$ cat config.mk
export PLATFORM = sky130hd
export DESIGN_NAME = sdio_cmd_engine
export DESIGN_NICKNAME = d
export VERILOG_FILES = /design/src/rtl/sdce_pkg.sv /design/src/rtl/sdce_clkgen.sv /design/src/rtl/sdce_rsp_packer.sv /design/src/rtl/sdce_sequencer.sv /design/src/rtl/sdio_cmd_engine.sv
export SDC_FILE = /design/constraint.sdc
export NUM_CORES = 1
export LEC_CHECK = 0
export BUFFER_PORTS_ARGS = -buffer_cell sky130_fd_sc_hd__buf_2
export CORE_MARGIN = 2
export CORE_UTILIZATION = 51
export DETAILED_ROUTE_END_ITERATION = 12
export PLACE_DENSITY = 0.83
export SYNTH_ARGS = -nofsm -noshare
export SYNTH_HDL_FRONTEND = slang
export SYNTH_SLANG_ARGS = --single-unit
export TNS_END_PERCENT = 5
$ cat constraint.sdc
create_clock -name clk -period 3.3 [get_ports clk]
set_input_delay 0.165 -clock clk [delete_from_list [all_inputs] [get_ports clk]]
set_output_delay 0.165 -clock clk [all_outputs]
set_load 0.05 [all_outputs]
$ cat src/rtl/sdce_pkg.sv
package sdce_pkg;
  typedef enum logic [2:0] {
    ST_IDLE,
    ST_PRE,
    ST_TX,
    ST_TURN,
    ST_WAIT,
    ST_RX
  } seq_state_t;
endpackage

$ cat src/rtl/sdce_clkgen.sv
// Free-running card clock with a long low phase; event strobes mark the
// system cycles at whose end sd_clk falls or rises.
module sdce_clkgen #(
  parameter int CLK_DIV = 5
) (
  input  logic clk,
  input  logic rst,
  output logic sd_clk,
  output logic fall_evt,
  output logic rise_evt
);
  localparam int LOW_CYC = (CLK_DIV + 1) / 2;
  localparam int PH_W    = (CLK_DIV > 2) ? $clog2(CLK_DIV) : 1;
  localparam logic [PH_W-1:0] LAST_P = PH_W'(CLK_DIV - 1);
  localparam logic [PH_W-1:0] LOW_P  = PH_W'(LOW_CYC);
  localparam logic [PH_W-1:0] RISE_P = PH_W'(LOW_CYC - 1);

  logic [PH_W-1:0] ph;
  logic [PH_W-1:0] ph_next;

  always_comb begin
    ph_next = (ph == LAST_P) ? '0 : ph + 1'b1;
  end

  assign fall_evt = (ph == LAST_P);
  assign rise_evt = (ph == RISE_P);

  always_ff @(posedge clk) begin
    if (rst) begin
      ph     <= '0;
      sd_clk <= 1'b0;
    end else begin
      ph     <= ph_next;
      sd_clk <= (ph_next >= LOW_P);
    end
  end
endmodule

$ cat src/rtl/sdce_rsp_packer.sv
// Collects reply bits MSB first; a partial last word stays right-aligned.
module sdce_rsp_packer #(
  parameter int WORD_W = 32
) (
  input  logic              clk,
  input  logic              rst,
  input  logic              clr,
  input  logic              samp_en,
  input  logic              samp_bit,
  input  logic              samp_last,
  output logic              rsp_valid,
  output logic [WORD_W-1:0] rsp_word
);
  localparam int FILL_W = $clog2(WORD_W);
  localparam logic [FILL_W-1:0] FULL = FILL_W'(WORD_W - 1);

  logic [WORD_W-1:0] acc;
  logic [WORD_W-1:0] acc_nxt;
  logic [FILL_W-1:0] fill;

  assign acc_nxt = {acc[WORD_W-2:0], samp_bit};

  always_ff @(posedge clk) begin
    if (rst) begin
      acc       <= '0;
      fill      <= '0;
      rsp_valid <= 1'b0;
      rsp_word  <= '0;
    end else begin
      rsp_valid <= 1'b0;
      if (clr) begin
        acc  <= '0;
        fill <= '0;
      end else if (samp_en) begin
        if (fill == FULL || samp_last) begin
          rsp_word  <= acc_nxt;
          rsp_valid <= 1'b1;
          acc       <= '0;
          fill      <= '0;
        end else begin
          acc  <= acc_nxt;
          fill <= fill + 1'b1;
        end
      end
    end
  end
endmodule

$ cat src/rtl/sdce_sequencer.sv
// Command frame sequencing: preamble, serialization, release, start-bit hunt
// and reply bit counting. All pin actions ride on the clock strobes.
module sdce_sequencer
  import sdce_pkg::*;
#(
  parameter int WORD_W = 32,
  parameter int LEN_W  = 8
) (
  input  logic              clk,
  input  logic              rst,
  input  logic              fall_evt,
  input  logic              rise_evt,
  input  logic              cmd_valid,
  input  logic [WORD_W-1:0] cmd_word0,
  input  logic [WORD_W-1:0] cmd_word1,
  input  logic              cmd_in,
  output logic              cmd_ready,
  output logic              cmd_out,
  output logic              cmd_oe,
  output logic              busy,
  output logic              clr,
  output logic              samp_en,
  output logic              samp_bit,
  output logic              samp_last
);
  localparam int SEG_W = WORD_W - LEN_W;
  localparam int SH_W  = 2 * SEG_W;
  localparam logic [LEN_W:0] ONE_LEFT = (LEN_W + 1)'(1);

  seq_state_t       state;
  logic [SH_W-1:0]  sh;
  logic [LEN_W-1:0] txc;
  logic [LEN_W-1:0] rlen;
  logic [LEN_W:0]   rxc;
  logic             accept;

  assign cmd_ready = (state == ST_IDLE) && fall_evt;
  assign accept    = cmd_valid && cmd_ready;
  assign clr       = accept;
  assign samp_bit  = cmd_in;
  assign samp_en   = fall_evt && (((state == ST_WAIT) && !cmd_in) || (state == ST_RX));
  assign samp_last = (state == ST_RX) && (rxc == ONE_LEFT);

  always_ff @(posedge clk) begin
    if (rst) begin
      state   <= ST_IDLE;
      sh      <= '0;
      txc     <= '0;
      rlen    <= '0;
      rxc     <= '0;
      cmd_out <= 1'b1;
      cmd_oe  <= 1'b0;
      busy    <= 1'b0;
    end else begin
      case (state)
        ST_IDLE: begin
          if (accept) begin
            sh      <= {cmd_word0[SEG_W-1:0], cmd_word1[WORD_W-1:LEN_W]};
            txc     <= cmd_word0[WORD_W-1:SEG_W];
            rlen    <= cmd_word1[LEN_W-1:0];
            cmd_out <= 1'b1;
            busy    <= 1'b1;
            state   <= ST_PRE;
          end
        end
        ST_PRE: begin
          if (rise_evt) begin
            cmd_oe <= 1'b1;
            state  <= ST_TX;
          end
        end
        ST_TX: begin
          if (fall_evt) begin
            cmd_out <= sh[SH_W-1];
            sh      <= {sh[SH_W-2:0], 1'b0};
            if (txc == '0) state <= ST_TURN;
            else           txc   <= txc - 1'b1;
          end
        end
        ST_TURN: begin
          if (fall_evt) begin
            cmd_oe  <= 1'b0;
            cmd_out <= 1'b1;
            if (rlen == '0) begin
              busy  <= 1'b0;
              state <= ST_IDLE;
            end else begin
              state <= ST_WAIT;
            end
          end
        end
        ST_WAIT: begin
          if (fall_evt && !cmd_in) begin
            rxc   <= {1'b0, rlen};
            state <= ST_RX;
          end
        end
        ST_RX: begin
          if (fall_evt) begin
            rxc <= rxc - 1'b1;
            if (rxc == ONE_LEFT) begin
              busy  <= 1'b0;
              state <= ST_IDLE;
            end
          end
        end
        default: state <= ST_IDLE;
      endcase
    end
  end
endmodule

$ cat src/rtl/sdio_cmd_engine.sv
module sdio_cmd_engine #(
  parameter int CLK_DIV = 5,
  parameter int WORD_W  = 32,
  parameter int LEN_W   = 8
) (
  input  logic              clk,
  input  logic              rst,
  input  logic              cmd_valid,
  input  logic [WORD_W-1:0] cmd_word0,
  input  logic [WORD_W-1:0] cmd_word1,
  output logic              cmd_ready,
  output logic              busy,
  output logic              rsp_valid,
  output logic [WORD_W-1:0] rsp_word,
  output logic              sd_clk,
  input  logic              cmd_in,
  output logic              cmd_out,
  output logic              cmd_oe
);
  logic fall_evt;
  logic rise_evt;
  logic clr;
  logic samp_en;
  logic samp_bit;
  logic samp_last;

  sdce_clkgen #(.CLK_DIV(CLK_DIV)) u_clkgen (
    .clk      (clk),
    .rst      (rst),
    .sd_clk   (sd_clk),
    .fall_evt (fall_evt),
    .rise_evt (rise_evt)
  );

  sdce_sequencer #(.WORD_W(WORD_W), .LEN_W(LEN_W)) u_seq (
    .clk       (clk),
    .rst       (rst),
    .fall_evt  (fall_evt),
    .rise_evt  (rise_evt),
    .cmd_valid (cmd_valid),
    .cmd_word0 (cmd_word0),
    .cmd_word1 (cmd_word1),
    .cmd_in    (cmd_in),
    .cmd_ready (cmd_ready),
    .cmd_out   (cmd_out),
    .cmd_oe    (cmd_oe),
    .busy      (busy),
    .clr       (clr),
    .samp_en   (samp_en),
    .samp_bit  (samp_bit),
    .samp_last (samp_last)
  );

  sdce_rsp_packer #(.WORD_W(WORD_W)) u_pack (
    .clk       (clk),
    .rst       (rst),
    .clr       (clr),
    .samp_en   (samp_en),
    .samp_bit  (samp_bit),
    .samp_last (samp_last),
    .rsp_valid (rsp_valid),
    .rsp_word  (rsp_word)
  );
endmodule

## Yosys cells after proc, flatten, opt, wreduce, memory -nomap -nowiden

Index checks and enable logic that the tools add are counted.

| storage, ports and cells | value |
|---|---|
| flip-flop bits (word level) | 152 |
| input port bits | 68 |
| output and inout port bits | 38 |
| logic and storage cells | 104 |

| operators by class | value |
|---|---|
| add/subtract/negate cells | 4 |
| $lt $le $gt $ge | 1 |
| eq/ne operators | 19 |
| muxes and demuxes | 36 |
| bitwise logic cells | 2 |
| reduce and logical (&&, ||, !) cells | 28 |

Operators with widths:

| kind | number |
|---|---|
| 48-bit 2-to-1 mux | 2 |
| 48-bit one-hot mux with 2 select lines | 1 |
| 31-bit 2-to-1 mux | 1 |
| 3-bit 2-to-1 mux | 10 |
| 8-bit 2-to-1 mux | 3 |
| 9-bit 2-to-1 mux | 2 |
| 3-bit one-hot mux with 6 select lines | 1 |
| 9-bit one-hot mux with 2 select lines | 1 |
| 8-bit zero test | 2 |
| 8-bit one-hot mux with 2 select lines | 1 |
| 3-bit AND reduction | 4 |
| 1-bit 2-to-1 mux | 10 |
| 2-bit by 1-bit inequality test with 1-bit output, second input constant | 5 |
| 2-bit inequality test, second input constant | 5 |
| 3-bit by 2-bit == test with 1-bit output, second input constant | 3 |
| 3-bit == test, second input constant | 3 |
| 9-bit by 1-bit == test with 1-bit output, second input constant | 1 |
| 9-bit by 1-bit subtractor with 9-bit output, second input constant | 1 |
| 4-bit AND reduction | 2 |
| 8-bit AND reduction | 1 |
| 8-bit by 1-bit subtractor with 8-bit output, second input constant | 1 |
| 1-bit logical AND | 6 |
| 1-bit one-hot mux with 3 select lines | 2 |
| 6-bit AND reduction | 1 |
| other kinds (16) | 21 |

## Depth between registers and ports, before layout

Gate-level depths: netlist of run 1.

| logic depth | value |
|---|---|
| depth after elaboration | 6 |
| depth in mapped cells | 10 |
| gate-level depth less buffers | 7 |

## By module

Synthesis of run 1 repeated with hierarchy kept, for this count alone.

| second synthesis, totals | value |
|---|---|
| cells, all modules | 793 |
| area, all modules | 6,979.2 um^2 |

By module, submodules not included:

| module | instances | cells an instance | area an instance (um^2) | seq. area each (um^2) |
|---|---|---|---|---|
| sdce_sequencer | 1 | 508 | 3,967.6 | 1,581.5 |
| sdce_rsp_packer | 1 | 264 | 2,810.2 | 1,381.3 |
| sdce_clkgen | 1 | 21 | 201.4 | 80.1 |

## Least setup slack after synthesis of run 1

No wires, ideal clock.

| timing | value |
|---|---|
| kind | reg2out |
| from | reg u_clkgen.ph[0] |
| to | out cmd_ready |
| arrival time | 1.817 ns |
| required time | 3.135 ns |
| slack | 1.318 ns |
| stages on the path, launching flop included | 5 |
| buffers on the path | 0 |
| cells stage by stage | dfxtp_1 -> inv_1 -> ha_1 -> nand2_2 -> nor3_1 |

| on the way | value |
|---|---|
| cells in the longest elaborated chain, start to end | 2 |

Ends and longest elaborated chain:

| what | RTL line | source |
|---|---|---|
| start, declared | sdce_clkgen.sv:18 | `logic [PH_W-1:0] ph;` |
| start signal, assigned | sdce_clkgen.sv:33 | `ph <= ph_next;` |
| 3-bit == test | sdce_clkgen.sv:25 | `assign fall_evt = (ph == LAST_P);` |
| 1-bit logical AND | sdce_sequencer.sv:37 | `assign cmd_ready = (state == ST_IDLE) && fall_evt;` |
| end, declared | sdio_cmd_engine.sv:11 | `output logic cmd_ready,` |

Every way passes these cells.

## Final worst setup path of run 1

| timing | value |
|---|---|
| from | reg u_seq.state[1] |
| to | reg u_seq.rxc[0] |

| on the way | value |
|---|---|
| cells in the longest elaborated chain, start to end | 3 |
| elaborated cells on any way between the ends | 7 |
| those cells by class | eq/ne: 4; mux: 1; reduce/logical: 2 |

Ends and longest elaborated chain:

| what | RTL line | source |
|---|---|---|
| start, declared | sdce_sequencer.sv:30 | `seq_state_t state;` |
| start signal, assigned | sdce_sequencer.sv:46 | `state <= ST_IDLE;` |
| start signal, assigned | sdce_sequencer.sv:63 | `state <= ST_PRE;` |
| start signal, assigned | sdce_sequencer.sv:69 | `state <= ST_TX;` |
| 3-bit == test | sdce_sequencer.sv:55 | `case (state)` |
| 2-bit by 1-bit inequality test with 1-bit output (no source line) (tied with other cells) | -- |  |
| 3-bit AND reduction (no source line) | -- |  |
| end signal, assigned | sdce_sequencer.sv:94 | `rxc <= {1'b0, rlen};` |
| end signal, assigned | sdce_sequencer.sv:100 | `rxc <= rxc - 1'b1;` |
| end, declared | sdce_sequencer.sv:34 | `logic [LEN_W:0] rxc;` |

Parallel ways exist; a longest one is shown, timed or not.
A chain may end at the register's enable or synchronous reset.

==> flow_summary.json, run 1 <==
{
  "grt-ovfl-total": 0,
  "syn_area_per_cell_sq_um": 8.35,
  "async_reset_ff_frac": 0,
  "power-per-cell-area_mw_per_mm2": 535,
  "post-route-util": 0.616,
  "wl_per_cell_um": 14.2,
  "path_class": "flop to flop",
  "cts_buffer_depth": 2,
  "fin_nets": 945,
  "drt-total-wl_mm": 14.9,
  "cp_num_buf_inv": 1,
  "synth_cell_types": 57,
  "path_common_cell": "a21oi_1",
  "synth-seq-cells": 152,
  "grt_pass1_vias": 5294,
  "cap_violations": 0,
  "drv_slew": 0,
  "synth_top_cell_by_area": "dfxtp_1",
  "num_rows": 41,
  "setup_violations": 0,
  "cp-end-kind": "flop",
  "min_path_type": "input port to flop",
  "p_leak_nw": 2.91,
  "initial_core_util": 0.524,
  "postRouteAntennaNets": 0,
  "power_mw": 4.15,
  "netlist_area_sq_mm": 0.00662,
  "fin_worst_skew_ns": 0.00853,
  "max_stage_delay_ns": 0.71,
  "io-pin-count": 106,
  "irDropWorstVdd_mv": 0.414,
  "areaGrowthSynthToFinish_pct": 17.4,
  "fin_crit_sh": 0.754,
  "grt_start_max_net_pins": 95,
  "cts_root_buf": "clkbuf_16",
  "fp.dieH_um": 118,
  "postCtsSetupRepairBufs": 0,
  "grt_first_pass_wirelength_mm": 25.1,
  "worstPathRequired_ns": 3.56,
  "cp_top_family": "simple AND/OR/NAND/NOR gates",
  "drive_gt1_frac": 0.211,
  "cts_max_level": 4,
  "crit_fanout": 25,
  "worst_pin_slew_ns": 0.932,
  "crit_slowest_cell": "or3_1",
  "track_usage": 0.219,
  "vias": 5791,
  "io_buffers": 105,
  "grt_setup_unrepaired": "no",
  "fmax_mhz": 402,
  "cts_tree": "done",
  "start_kind": "flop",
  "clk_latency_ns": 0.42,
  "cts_num_sinks": 152,
  "path_clk_slew_ns": 0.06,
  "drc": 0,
  "synth_flop_cell": "dfxtp_1",
  "synthTopCellsByArea": "dfxtp_1, nand2_1, nor2_1",
  "place_hpwl_mm": 9.26,
  "path_cells": "nand2b_1 -> or3_1 -> buf_4 -> nor3_1 -> a21oi_1 -> a21oi_1",
  "cts_buffers": 17,
  "hold_violations": 0,
  "fin_crit_ns": 2.49,
  "synth_nets": 869,
  "ys_seq_area_frac": 0.460,
  "cts_resized": 0,
  "die-width_um": 118,
  "dieArea_sq_mm": 0.0139,
  "core_sq_mm": 0.0126,
  "synth_top_area_frac": 0.460,
  "ys_warn_count": 0,
  "drtPass1Iterations": 6,
  "vias_per_cell": 5.50,
  "maxSlewHeadroom": 0.379,
  "antenna_cells": 0,
  "antenna_found_initial": 0,
  "synth_enable_flop_cells": 0,
  "drt-initial-drc-count": 493,
  "postSynthCellCount": 792,
  "gp_congestion": 0.812,
  "tns_ns": 0,
  "critical_path_arrival_ns": 2.75,
  "outcome": "finished, final reports clean"
}
## power breakdown
part           internal, mW  switching (mW)
Sequential             1.87          0.0511
Combinational         0.129           0.217
Clock                  1.11           0.782
Total                  3.10            1.05
## flip-flops by register name (all words and copies together) (netlist names), 5 cells and up
signal	flops
u_pack.acc	31
u_pack.rsp_word	32
u_pack.fill	5
u_seq.sh	48
u_seq.rlen	8
u_seq.rxc	9
u_seq.txc	8
## synthesized netlist by cell type, drive strengths merged, types with 3 or more instances
master	n
inv	8
nand3	4
nand4	4
nor4	5
clkbuf	23
xor2	3
nor3b	5
and2	3
a31oi	3
a21oi	55
buf	43
nand2	176
nor3	14
nor2b	5
a311oi	49
mux2i	10
dfxtp	152
a22oi	39
ha	9
o21ai	19
a211oi	5
nand2b	8
o22ai	3
nor2	122
## final timing paths
check / start / to / slack [ns] / cells after the start
min reg2reg: u_pack.rsp_word[31] / u_pack.rsp_word[31] / 0.46 / 2
max reg2reg: u_seq.state[1] / u_seq.rxc[0] / 0.81 / 6
min: cmd_word0[16] / u_seq.sh[40] / 0.009 / 3
max: u_seq.state[1] / u_seq.rxc[0] / 0.81 / 6
## routing by layer
metal	part of all wire	track usage	routed length, um
met1	0.45	0.281	6750
met2	0.48	0.359	7210
met3	0.047	0.0455	704
met4	0.016	0.0896	246
met5	0	0	0
## cell families (layout without fill, tap and decap cells)
kind of cell	Yosys count	after routing	share of synthesized area
AND/OR/NAND/NOR	358	358	0.234
buffers and inverters	74	163	0.0582
AO/OA/AOI/OAI	186	186	0.211
flip-flops	152	152	0.460
XOR/XNOR	3	3	0.00397
adder cells (fa/ha/maj)	9	9	0.0170
multiplexers	10	10	0.0151
## metrics by stage
step | cells | setup WS, ns | area, sq um | hold WS [ns]
after global placement | 1014 | 0.851 | 7120 | 0.399
after detailed placement | 1014 | 0.853 | 7120 | 0.411
final | 1053 | 0.813 | 7770 | 0.00858
after global routing | 1053 | 0.559 | 7770 | 0.0102
after floorplan | 792 | 1.32 | 6620 | 0.301
after CTS | 1053 | 0.820 | 7770 | 0.000593
## layout make-up
type,count,area (sq um)
sequential,152,3040
clock inverter,12,115
timing repair buffer,123,693
clock buffer,20,467
multi-input combinational,566,3200
inverter,8,30.0
fill,1092,4850
tap,172,215
## worst register-to-register path, stage by stage, from the launching register on
cell	delay [ns]
dfxtp_1	0.70
nand2b_1	0.24
or3_1	0.71
buf_4	0.40
nor3_1	0.08
a21oi_1	0.13
a21oi_1	0.08
## placed cells by master (no fill, tap or decap), drive strengths merged, types with 12 or more instances in the layout
master | synthesis | layout
nand2 | 176 | 176
dfxtp | 152 | 152
nor2 | 122 | 122
buf | 43 | 116
a21oi | 55 | 55
a311oi | 49 | 49
a22oi | 39 | 39
clkbuf | 23 | 20
o21ai | 19 | 19
nor3 | 14 | 14
inv | 8 | 12
## repair_timing
action / in CTS / in global routing
setup endpoints to repair: 0 / 0
hold buffers: 7 / 0
hold endpoints to repair: 7 / 0
No activity file was read; power rests on OpenSTA's default activity.
==> run 2, diff against run 1 <==
ABC_AREA = 1   (was default)
clock period = 2.6 ns   (was 3.3 ns; I/O delays follow)
==> run 2 against run 1 <==
Area after synthesis increased by 1.8%. Critical path depth up 2. Cell count up 17%. Register-to-register slack lost 0.30 ns. Die area increased by 1.7%. Combinational power increased to 5.1 times the previous value. Non-clock buffer count is 8 higher. Count of clock-buffer cells in the layout down 2. Clock power is 31% higher. Critical endpoint is now u_pack.acc[9]. Largest power group unchanged.
==> flow_summary.json, run 2 <==
{
  "drtPass1Iterations": 5,
  "cp-end-kind": "flop",
  "crit_slowest_cell": "nor2_8",
  "die-width_um": 119,
  "synth_enable_flop_cells": 0,
  "path_class": "flop to flop",
  "synth_flop_cell": "dfxtp_1",
  "cts_tree": "done",
  "track_usage": 0.209,
  "min_path_type": "input port to flop",
  "grt_setup_unrepaired": "no",
  "grt-ovfl-total": 0,
  "r2r_slack_ns": 0.51,
  "irDropWorstVdd_mv": 0.476,
  "min_path_cells": 3,
  "start_kind": "flop",
  "ys_top_cells_by_count": "nand2_1, dfxtp_1, a21oi_1",
  "fin_nets": 1125,
  "synth_most_common_cell": "nand2_1",
  "num_rows": 41,
  "gp_congestion": 0.893,
  "grt_pass1_vias": 5483,
  "cts_max_level": 4,
  "dieArea_sq_mm": 0.0141,
  "cts_buffer_depth": 2,
  "fp.dieH_um": 119,
  "drc": 0,
  "hold_violations": 0,
  "largest-register": "u_seq.sh",
  "drt-total-wl_mm": 14.7,
  "antenna_found_initial": 0,
  "worst_pin_slew_ns": 0.723,
  "drt-initial-drc-count": 364,
  "worstSetupStartpoint": "u_seq.state[1]",
  "vias": 6270,
  "netlist_area_sq_mm": 0.00673,
  "power-per-cell-area_mw_per_mm2": 854,
  "ys_warn_count": 0,
  "fin_crit_sh": 0.804,
  "io_buffers": 105,
  "vias_per_cell": 5.09,
  "worstPathRequired_ns": 2.96,
  "antenna_cells": 0,
  "finalNonFillerCells": 1233,
  "synth_top_area_frac": 0.452,
  "placed_cells": 1192,
  "clk_latency_ns": 0.43,
  "grt_first_pass_wirelength_mm": 24.6,
  "cts_buffers": 17,
  "r2r_cells": 8,
  "fin_worst_skew_ns": 0.0189,
  "cp_num_buf_inv": 2,
  "areaGrowthSynthToFinish_pct": 18.9,
  "maxSlewHeadroom": 0.518,
  "layout_commonest_cell": "nand2_1",
  "io-pin-count": 106,
  "tns_ns": 0,
  "reg.largest.list": "u_seq.sh: 48 flops, u_pack.rsp_word: 32 flops, u_pack.acc: 31 flops",
  "postSynthCellCount": 957,
  "synthTopCellsByArea": "dfxtp_1, nand2_1, a21oi_1",
  "path_clk_slew_ns": 0.06,
  "fill_cells": 1133,
  "path_common_cell": "nand3_1",
  "max_stage_delay_ns": 0.50,
  "r2r_end": "u_pack.acc[9]",
  "synth-seq-cells": 152,
  "largest_register_ff_count": 48,
  "syn_area_per_cell_sq_um": 7.04,
  "hp-start": "cmd_word1[7]",
  "critical_path_arrival_ns": 2.45,
  "cts_num_sinks": 152,
  "path_cells": "inv_2 -> nand3_1 -> inv_1 -> nand3_1 -> nand2_2 -> nor2_8 -> nand2_1 -> a21oi_1",
  "postRouteAntennaNets": 0,
  "fmax_mhz": 478,
  "grt_start_max_net_pins": 96,
  "async_reset_ff_frac": 0,
  "p_leak_nw": 3.32,
  "synth_cell_types": 30,
  "core_sq_mm": 0.0128,
  "cts_root_buf": "clkbuf_16",
  "postCtsSetupRepairBufs": 0,
  "outcome": "finished, final reports clean",
  "final_cell_mix": "nand2_1, dfxtp_1, a21oi_1, o21ai_0, buf_2",
  "wl_per_cell_um": 11.9,
  "cap_violations": 0,
  "drv_slew": 0,
  "synth_nets": 1034,
  "drive_gt1_frac": 0.158,
  "synth_top_cell_by_area": "dfxtp_1",
  "initial_core_util": 0.527,
  "holdPathEnd": "u_seq.rlen[7]",
  "timing.rr.start": "u_seq.state[1]",
  "fin_crit_ns": 2.09,
  "setup_violations": 0,
  "crit_fanout": 34,
  "ys_seq_area_frac": 0.452,
  "power_mw": 6.83,
  "place_hpwl_mm": 9.34,
  "cp_top_family": "simple AND/OR/NAND/NOR gates"
}
==> run 2: changes by cell type after synthesis, sizes merged, moves of 52 or more <==
cell	previous run	this run
a21oi	55	139
inv	8	95
nand2	176	239
nand3	4	56
nor2	122	66
o21ai	19	126
==> run 2: logic make-up after synthesis <==
group / share of synthesized area
AO/OA/AOI/OAI: 0.207
XOR/XNOR: 0.00260
adder cells (fa/ha/maj): 0.0167
buffers and inverters: 0.0979
flip-flops: 0.452
AND/OR/NAND/NOR: 0.224
==> run 2: worst max-delay path by stage <==
stage	end	slack (ns)	cells past startpoint
3_3_place_gp	u_pack.acc[7]	0.64	8
5_1_grt	u_seq.sh[27]	0.30	7
6_report	u_pack.acc[9]	0.51	8
3_5_place_dp	u_pack.acc[29]	0.58	10
4_1_cts	u_pack.acc[9]	0.53	8
2_1_floorplan	u_pack.acc[0]	0.92	11
==> run 2: layout make-up <==
| cell class | count | area (sq um) | area share |
|---|---|---|---|
| Tap cell | 172 | 215 | 0.0269 |
| Clock inverter | 14 | 164 | 0.0205 |
| Timing Repair Buffer | 131 | 756 | 0.0944 |
| Inverter | 95 | 359 | 0.0449 |
| Multi-Input combinational cell | 651 | 3040 | 0.380 |
| Sequential cell | 152 | 3040 | 0.380 |
| Clock buffer | 18 | 429 | 0.0536 |
==> run 2: timing repair <==
item	4_1_cts	5_1_grt
resized for setup	0	0
hold buffers	9	0
endpoints found under the hold margin	9	0
==> run 2: through the flow <==
stage,setup WS (ns),hold slack (ns),cell area (sq um),utilization
floorplan,0.916,0.265,6730,-
global placement,0.639,0.355,7320,0.573
detailed placement,0.576,0.361,7320,0.573
CTS,0.535,0.00596,8010,0.627
global route,0.299,0.0458,8010,0.627
finish,0.510,0.0134,8010,0.627
==> run 2: power by group <==
| part | internal, mW | switching [mW] | leakage (nW) |
|---|---|---|---|
| clock network | 1.44 | 1.03 | 0.274 |
| registers | 2.47 | 0.113 | 1.23 |
| logic | 0.564 | 1.22 | 1.82 |
| total | 4.47 | 2.36 | 3.32 |
==> run 2: worst register-to-register path, stage by stage, from the launching register on <==
cell and delay (ns):
dfxtp_1 0.43, inv_2 0.09, nand3_1 0.17, inv_1 0.09, nand3_1 0.14, nand2_2 0.33, nor2_8 0.50, nand2_1 0.12
a21oi_1 0.15
==> run 2: layer usage <==
| metal | up-vias | global-route usage | wire length (um) |
|---|---|---|---|
| met1 | 2812 | 0.269 | 6770 |
| met2 | 163 | 0.339 | 6900 |
| met3 | 18 | 0.0532 | 797 |
| met4 | 0 | 0.0781 | 223 |
| met5 | - | 0 | 0 |
| li1 | 3277 | - | - |
==> run 3, diff against run 2 <==
PLACE_DENSITY = 0.86   (was 0.83)
clock period = 1.7 ns   (was 2.6 ns; I/O delays follow)
==> run 3 against run 2 <==
Cell count up 2.7%. Die area stayed put. Routed wire length rose by 13%. Critical endpoint is now u_pack.acc[15]. The flow now finishes with violations (setup timing). Register-to-register slack worse by 0.56 ns. Largest power group is now the clock network. Sequential power increased by 54%. Utilization increased by 5.2 points. Clock power up 64%.
==> flow_summary.json, run 3 (synthesis gave the netlist of run 2 again) <==
{
  "multiInputGateArea_sq_mm": 0.00320,
  "cts_buffers": 17,
  "swShare": 0.333,
  "postRouteAntennaNets": 0,
  "hold_violations": 0,
  "reg.largest.list": "u_seq.sh: 48 flops, u_pack.rsp_word: 32 flops, u_pack.acc: 31 flops",
  "pwr-share-seq": 0.356,
  "fin_hold_ws_ns": 0.0278,
  "num_rows": 41,
  "fmax_mhz": 570,
  "largest_register_ff_count": 48,
  "min_path_type": "input port to flop",
  "antenna_found_initial": 0,
  "path_cells": "inv_2 -> ha_4 -> nand2_8 -> buf_6 -> o21ai_4 -> inv_4 -> nor2_8 -> clkbuf_16 -> nand2_1 -> a21oi_1",
  "cp-end-kind": "flop",
  "grt_pass1_vias": 5973,
  "fp.dieH_um": 119,
  "max_stage_delay_ns": 0.33,
  "power.switching_mw": 3.72,
  "grt_setup_unrepaired": "yes",
  "placed_cells": 1212,
  "regArea_sq_mm": 0.00305,
  "antenna_cells": 0,
  "fin_worst_skew_ns": 0.0104,
  "cp_top_family": "buffers and inverters",
  "worstPathRequired_ns": 2.06,
  "cts_root_buf": "clkbuf_16",
  "gp_congestion": 0.885,
  "maxSlewHeadroom": 0.647,
  "setup_violations": 26,
  "areaGrowthSynthToFinish_pct": 28.8,
  "placed_area_sq_mm": 0.00756,
  "layout_commonest_cell": "nand2_1",
  "initial_core_util": 0.527,
  "grt_start_max_net_pins": 102,
  "crit_slowest_cell": "dfxtp_2",
  "core_sq_mm": 0.0128,
  "cts_num_sinks": 152,
  "cp_num_buf_inv": 4,
  "irDropWorstVdd_mv": 0.748,
  "grt_first_pass_wirelength_mm": 26.4,
  "drtPass1Iterations": 6,
  "die-width_um": 119,
  "track_usage": 0.228,
  "critical_path_arrival_ns": 2.11,
  "cts_buffer_depth": 2,
  "io-pin-count": 106,
  "power-per-cell-area_mw_per_mm2": 1290,
  "final_cell_mix": "nand2_1, dfxtp_1, a21oi_1, o21ai_0, buf_2",
  "pre_cts_slack_ns": -0.0784,
  "cts_tree": "done",
  "fin_area_sq_mm": 0.00867,
  "clock_power_share": 0.362,
  "fin_ws_ns": -0.0542,
  "p_leak_nw": 3.61,
  "grt-ovfl-total": 0,
  "drv_slew": 0,
  "crit_fanout": 9,
  "cap_violations": 0,
  "fin_crit_ns": 1.75,
  "wl_per_cell_um": 13.2,
  "fill_cells": 980,
  "drt-initial-drc-count": 450,
  "outcome": "finished, violations left",
  "vias": 6624,
  "path_class": "flop to flop",
  "intPower_mw": 7.45,
  "drt-total-wl_mm": 16.7,
  "vias_per_cell": 5.23,
  "drc": 0,
  "post-route-util": 0.679,
  "start_kind": "flop",
  "path_clk_slew_ns": 0.06,
  "place_hpwl_mm": 10.1,
  "clk_latency_ns": 0.43,
  "cts_max_level": 4,
  "comb_power_share": 0.282,
  "dieArea_sq_mm": 0.0141,
  "drive_gt1_frac": 0.218,
  "worst_pin_slew_ns": 0.529,
  "largest-register": "u_seq.sh",
  "fin_nets": 1158,
  "fin_crit_sh": 1.03,
  "finalNonFillerCells": 1266,
  "violations": "setup timing",
  "io_buffers": 105
}
run 3: changes by cell type in the layout (fill, tap and decap cells not counted), sizes merged:
cell	change
buf	+28
clkbuf	+4
inv	-3
bufinv	+2
clkinv	+2
clkinvlp	-2
dlygate4sd3	+2
run 3: power by group through the flow:
stage          Combinational (mW)  Clock [mW]  Sequential, mW
4_1_cts                      2.98        4.09            3.95
3_3_place_gp                 2.88           0            4.01
6_report                     3.15        4.04            3.98
5_1_grt                      3.57        4.22            4.01
2_1_floorplan                2.04           0            4.10
3_5_place_dp                 2.93           0            4.02
run 3: repair_timing:
item / CTS / global route
gates resized for setup: 3 / 69
setup buffers: 3 / 5
hold endpoints to repair: 12 / 0
cloned: 0 / 3
hold buffers: 11 / 0
pin swaps: 2 / 9
endpoints found under the setup margin: 76 / 133
run 3: tightest hold or removal path, cell delays in order:
cell     delay (ns)
buf_2          0.10
nand2_1        0.06
nand2_1        0.05
nand2_1        0.05
a21oi_1        0.05
run 3: layout make-up:
type | count | share of cell area
Tap cell | 172 | 0.0248
Clock buffer | 19 | 0.0511
Inverter | 95 | 0.0414
Sequential cell | 152 | 0.351
Clock inverter | 13 | 0.0224
Multi-Input combinational cell | 651 | 0.369
Timing Repair Buffer | 164 | 0.140
run 3: per-layer routing:
layer | routed length [um] | up-vias | global-route usage | share of wire
li1 | - | 3348 | - | -
met1 | 7010 | 3029 | 0.280 | 0.42
met2 | 8310 | 215 | 0.379 | 0.50
met3 | 1010 | 32 | 0.0642 | 0.060
met4 | 340 | 0 | 0.0871 | 0.020
met5 | 0 | - | 0 | 0
run 3: worst paths after layout:
check	from	endpoint	slack (ns)	cells after the start
worst max-delay path	u_clkgen.ph[1]	u_pack.acc[15]	-0.05	10
worst max register to register	u_clkgen.ph[1]	u_pack.acc[15]	-0.05	10
worst min register to register	u_seq.sh[38]	u_seq.sh[38]	0.44	2
worst min-delay path	cmd_word0[30]	u_seq.txc[6]	0.03	5
run 3: metrics by stage:
step	total power, mW	TNS [ns]
2_1_floorplan	6.14	0
3_3_place_gp	6.89	0
3_5_place_dp	6.95	-1.43
4_1_cts	11.0	-0.0576
5_1_grt	11.8	-4.44
6_report	11.2	-0.588
